### src/rtl/lsd_pwm_pkg.sv
package lsd_pwm_pkg;

   // Default counter width: 20 bits of 500 ns strobes.
   localparam int unsigned LSD_CNT_W = 20;

   // Level the PWM pattern asks for at a given counter position,
   // including the steady-off and steady-on extremes.
   function automatic logic pwm_level(input logic [31:0] cnt,
                                      input logic [31:0] per,
                                      input logic [31:0] wid);
      if (wid == 32'd0)       return 1'b0;
      else if (wid >= per)    return 1'b1;
      else                    return (cnt < wid);
   endfunction

endpackage

### src/rtl/lsd_pwm_timer.sv
module lsd_pwm_timer
   import lsd_pwm_pkg::*;
#(
   parameter int unsigned CNT_W = LSD_CNT_W
) (
   input  logic             clk,
   input  logic             rst_n,
   input  logic             tick,
   input  logic             run,
   input  logic [CNT_W-1:0] per_in,
   input  logic [CNT_W-1:0] wid_in,
   output logic             level,
   output logic [CNT_W-1:0] wid_sh
);

   localparam int unsigned PAD_W = 32 - CNT_W;

   logic [CNT_W-1:0] cnt_q;
   logic [CNT_W-1:0] per_q;
   logic [CNT_W-1:0] wid_q;
   logic             last_step;

   // End of period: the final count, or a period too short to count.
   assign last_step = (per_q <= CNT_W'(1)) || (cnt_q >= per_q - CNT_W'(1));

   always_ff @(posedge clk or negedge rst_n) begin
      if (!rst_n) begin
         cnt_q <= '0;
         per_q <= '0;
         wid_q <= '0;
      end else if (!run) begin
         cnt_q <= '0;
         per_q <= per_in;
         wid_q <= wid_in;
      end else if (tick) begin
         if (last_step) begin
            cnt_q <= '0;
            per_q <= per_in;
            wid_q <= wid_in;
         end else begin
            cnt_q <= cnt_q + CNT_W'(1);
         end
      end
   end

   generate
      if (PAD_W == 0) begin : g_full
         assign level = pwm_level(cnt_q, per_q, wid_q);
      end else begin : g_pad
         assign level = pwm_level({{PAD_W{1'b0}}, cnt_q},
                                  {{PAD_W{1'b0}}, per_q},
                                  {{PAD_W{1'b0}}, wid_q});
      end
   endgenerate

   assign wid_sh = wid_q;

endmodule

### src/rtl/lsd_short_latch.sv
module lsd_short_latch (
   input  logic clk,
   input  logic rst_n,
   input  logic sw_now,
   input  logic demand,
   input  logic det,
   input  logic clr,
   output logic flag
);

   always_ff @(posedge clk or negedge rst_n) begin
      if (!rst_n)
         flag <= 1'b0;
      else if (sw_now && det)
         flag <= 1'b1;
      else if (clr && !demand)
         flag <= 1'b0;
   end

endmodule

### src/rtl/lsd_open_mon.sv
module lsd_open_mon (
   input  logic clk,
   input  logic rst_n,
   input  logic sw_now,
   input  logic det,
   input  logic clr,
   output logic flag
);

   always_ff @(posedge clk or negedge rst_n) begin
      if (!rst_n)
         flag <= 1'b0;
      else if (!sw_now && det)
         flag <= 1'b1;
      else if (clr)
         flag <= 1'b0;
   end

endmodule

### src/rtl/lsd_pwm_chan.sv
module lsd_pwm_chan
   import lsd_pwm_pkg::*;
#(
   parameter int unsigned CNT_W = LSD_CNT_W
) (
   input  logic             clk,
   input  logic             rst_n,
   input  logic             tick,
   input  logic             chan_en,
   input  logic [CNT_W-1:0] per_cfg,
   input  logic [CNT_W-1:0] wid_cfg,
   input  logic             flt_clr,
   input  logic             short_det,
   input  logic             open_det,
   output logic             sw_close,
   output logic             short_lat,
   output logic             open_lat
);

   generate
      if (CNT_W < 2 || CNT_W > 32) begin : g_bad_width
         $error("lsd_pwm_chan: CNT_W must lie in 2..32");
      end
   endgenerate

   logic             level;
   logic             demand;
   logic [CNT_W-1:0] wid_sh;

   lsd_pwm_timer #(.CNT_W(CNT_W)) u_timer (
      .clk    (clk),
      .rst_n  (rst_n),
      .tick   (tick),
      .run    (chan_en),
      .per_in (per_cfg),
      .wid_in (wid_cfg),
      .level  (level),
      .wid_sh (wid_sh)
   );

   assign demand   = chan_en & level;
   assign sw_close = demand & ~short_lat;

   lsd_short_latch u_short (
      .clk    (clk),
      .rst_n  (rst_n),
      .sw_now (sw_close),
      .demand (demand),
      .det    (short_det),
      .clr    (flt_clr),
      .flag   (short_lat)
   );

   lsd_open_mon u_open (
      .clk    (clk),
      .rst_n  (rst_n),
      .sw_now (sw_close),
      .det    (open_det),
      .clr    (flt_clr),
      .flag   (open_lat)
   );

endmodule

### config.mk
export PLATFORM = sky130hd
export DESIGN_NAME = lsd_pwm_chan
export DESIGN_NICKNAME = d
export VERILOG_FILES = /design/src/rtl/lsd_pwm_pkg.sv /design/src/rtl/lsd_pwm_timer.sv /design/src/rtl/lsd_short_latch.sv /design/src/rtl/lsd_open_mon.sv /design/src/rtl/lsd_pwm_chan.sv
export SDC_FILE = /design/constraint.sdc
export NUM_CORES = 1
export LEC_CHECK = 0
export ABC_CLOCK_PERIOD_IN_PS = 4100
export CAP_MARGIN = 0
export CORE_MARGIN = 2
export CORE_UTILIZATION = 55
export CTS_CLUSTER_SIZE = 28
export DETAILED_ROUTE_END_ITERATION = 8
export GPL_TIMING_DRIVEN = 0
export PLACE_DENSITY = 0.78
export SYNTH_ARGS = -nofsm -noshare
export SYNTH_HDL_FRONTEND = slang
export SYNTH_SLANG_ARGS = --single-unit
### constraint.sdc
create_clock -name clk -period 4.1 [get_ports clk]
set_input_delay 0.82 -clock clk [delete_from_list [all_inputs] [get_ports clk]]
set_output_delay 0.82 -clock clk [all_outputs]
set_load 0.05 [all_outputs]
==> flow_metrics.tcl <==
set metrics [dict create \
    worstSetupEndpointType "register" \
    ys_warn_count 0 \
    m1WireLength_um 4570 \
    synth_area_um2 4560 \
    fin_crit_sh 0.969 \
    grt_max_degree 33 \
    gp_congestion 0.886 \
    routed_wl_um 9850 \
    max_stage_delay_ps 590 \
    fin_util 0.675 \
    fmax_ghz 0.252 \
    synth_cells 448 \
    netlist_top_cells_area "dfrtp_1, ha_1, mux2_4, xnor2_1, inv_1" \
    cts_tree "built" \
    place_hpwl_um 7820 \
    timing.hold.ws_ps 523 \
    io_buffers 49 \
    nFillCells 606 \
    die_y_um 95.1 \
    tightest_slew_ps 722 \
    grt_pass1_vias 3431 \
    wl_per_cell_um 15.7 \
    synth.distinct_cells 48 \
    status "complete, no violations" \
    crit_family "simple AND/OR/NAND/NOR gates" \
    antenna_found_initial 0 \
    synth.top_cell.area_share 0.340 \
    route.detailed.drc 0 \
    grt_usage 0.236 \
    dr_wl_met2_um 4580 \
    seq_area_um2 1550 \
    area_growth_pct 20.2 \
    seq_area_frac_synth 0.340 \
    async_reset_ff_frac 1.00 \
    max-cap-violations 0 \
    wl_met3_um 537 \
    cts_buffer_depth 2 \
    critPathLaunchType "register" \
    p_per_area_nw_per_um2 318 \
    fp.dieArea_um2 9040 \
    routed.top_layer "met4" \
    post-place-cells 603 \
    overflow 0 \
    start_util 0.561 \
    report.final.slew_viol_count 0 \
    core_area_um2 8130 \
    first_iter_violations 156 \
    crit_slowest_cell "or4_4" \
    relSlewSlack 0.519 \
    insertion_delay_ps 340 \
    synth_edf_count 0 \
    io_pins 50 \
    htree_levels 3 \
    ys_seq_elements 62 \
    synth.largest_area_cell "dfrtp_1" \
    syn_avg_cell_area_um2 10.2 \
    root_buffer "clkbuf_8" \
    finClkSkew_ps 14.7 \
    worst-setup-path-type "register to register" \
    synth_fp_nets 557 \
    finalNonFillerCells 628 \
    cp_data_required_time_ps 4320 \
    cts.sinks 62 \
    worstPathCellList "or4_4 > nand4b_4 > or3_2 > nor2_1 > xnor2_1 > ha_1 > nand4_1 > inv_1 > a221oi_2 > nand3_2 > nor2_4 > nor2_8 > buf_12 > mux2_4" \
    placementRows 33 \
    final_antenna_net_count 0 \
    finalHoldViolCount 0 \
    final_nets 627 \
    grt_pass1_wl_um 16400 \
    multiInputGateArea_um2 2770 \
    drtPass1Iterations 4 \
    path_clk_slew_ps 70 \
    arrival_ps 4190 \
    cts-buffers-inserted 9 \
    hp-class "input pin to async pin" \
    fp.dieW_um 95.1 \
    layout-drive-gt1-share 0.164 \
    viasPerCell 5.60 \
    critPathBufInv 2 \
    path_depth 14 \
    ys.flop_type "dfrtp_1" \
    reg2regPathDepth 14 \
    insertedDiodeCount 0 \
    period_needed_ps 3970 \
    p_leak_nw 2.64 \
    ir_worst_vdd_mv 0.174 \
    path_max_fanout 10 \
    setup_viol 0 \
    via_count 3517 \
]
routing by layer:
| layer | global-route usage | up-vias |
|---|---|---|
| li1 | - | 1731 |
| met1 | 0.324 | 1681 |
| met2 | 0.373 | 91 |
| met3 | 0.0545 | 14 |
| met4 | 0.0676 | 0 |
| met5 | 0 | - |
final cells by class:
class	instances	area share
clock inverter	4	0.00866
clock buffer	12	0.0246
timing repair buffer	59	0.105
inverter	48	0.0328
buffer	6	0.0176
sequential	62	0.283
multi-input combinational	332	0.505
tap	105	0.0239
cell usage in the layout, fill, tap and decap left out, types with 2 or more instances in the layout:
cell type        instances
o22ai_1                  3
and3_1                   4
nor2_1                  30
nand2_1                 29
clkdlybuf4s50_1         47
dfrtp_1                 62
buf_12                   5
or4_4                    2
xor2_1                   7
o31ai_1                  2
nand3_1                 19
nand2b_1                 5
nor3_1                  11
a211oi_1                 5
nand4_1                  9
a21o_1                   4
inv_1                   48
mux2_2                   3
a31oi_1                  3
clkbuf_1                 3
mux2_4                  37
clkinv_2                 2
a21oi_1                 21
o21ai_0                 19
ha_1                    62
nor3_2                   3
buf_4                    9
xnor2_1                 22
buf_2                    2
clkbuf_8                 9
nor4_1                   9
metrics by stage:
step	setup slack [ps]	TNS, ps	power (mW)	area, µm²
6_report	126	0	1.74	5490
5_1_grt	-22.9	-330	1.86	5490
4_1_cts	9.48	0	1.75	5380
3_5_place_dp	-0.906	-0.906	1.23	5200
3_3_place_gp	45.5	0	1.20	5190
2_1_floorplan	413	0	1.07	4560
path summary, 6_finish.rpt:
check	slack [ps]	from	to
max	130	u_timer.per_q[11]$_DFFE_PN0P_	u_timer.per_q[0]$_DFFE_PN0P_
min	520	rst_n	u_timer.per_q[14]$_DFFE_PN0P_
max reg2reg	130	u_timer.per_q[11]$_DFFE_PN0P_	u_timer.per_q[0]$_DFFE_PN0P_
min reg2reg	530	u_open.flag$_DFFE_PN0P_	u_open.flag$_DFFE_PN0P_
max in group asynchronous	2950	rst_n	u_timer.cnt_q[11]$_DFFE_PN0P_
min in group clk	530	u_open.flag$_DFFE_PN0P_	u_open.flag$_DFFE_PN0P_
Yosys cell counts (2+ instances only):
cell and instances:
nor3_1 14, dfrtp_1 62, a31oi_1 3, nand2_1 29
nor2_1 30, nand3_1 19, xor2_1 7, o22ai_1 3
mux2_4 37, ha_1 62, nand2b_1 5, nor4_1 10
nand4_1 9, or4_4 2, a211oi_1 5, xnor2_1 22
and3_1 4, a21o_1 4, buf_12 4, o31ai_1 2
mux2_2 3, a21oi_1 21, o21ai_0 19, inv_1 48
cells by family (layout without fill, tap and decap cells):
kind of cell             count (synthesis)  after routing  share of synthesized area
AND/OR/NAND/NOR                        133            133                      0.154
AO/OA/AOI/OAI                           68             68                     0.0913
adder cells (fa/ha/maj)                 62             62                      0.170
flip-flops                              62             62                      0.340
buffers and inverters                   54            129                     0.0606
multiplexers                            40             40                      0.129
XOR/XNOR                                29             29                     0.0556
registers in the layout (all words and copies together), names as in the netlist:
register / flops
u_open.flag: 1
u_short.flag: 1
u_timer.cnt_q: 20
u_timer.per_q: 20
u_timer.wid_sh: 20
where the power goes:
group	total (mW)	leakage [nW]	switching [mW]	internal [mW]
Combinational	0.474	1.78	0.220	0.254
Sequential	0.759	0.767	0.0882	0.671
Clock	0.511	0.0904	0.232	0.279
repair_timing:
action | CTS | global route
pin swaps | 1 | 6
hold buffers | 0 | 0
gates resized for setup | 0 | 7
setup endpoints to repair | 3 | 57
setup buffers | 0 | 9
worst reg2reg max path, stage by stage, from the launching register on:
cell      delay [ps]
dfrtp_1          430
or4_4            590
nand4b_4         220
or3_2            460
nor2_1           140
xnor2_1          180
ha_1             290
nand4_1          150
inv_1             80
a221oi_2         280
nand3_2          210
nor2_4           250
nor2_8           100
buf_12           170
mux2_4           300
(Power assumes the default switching activity.)
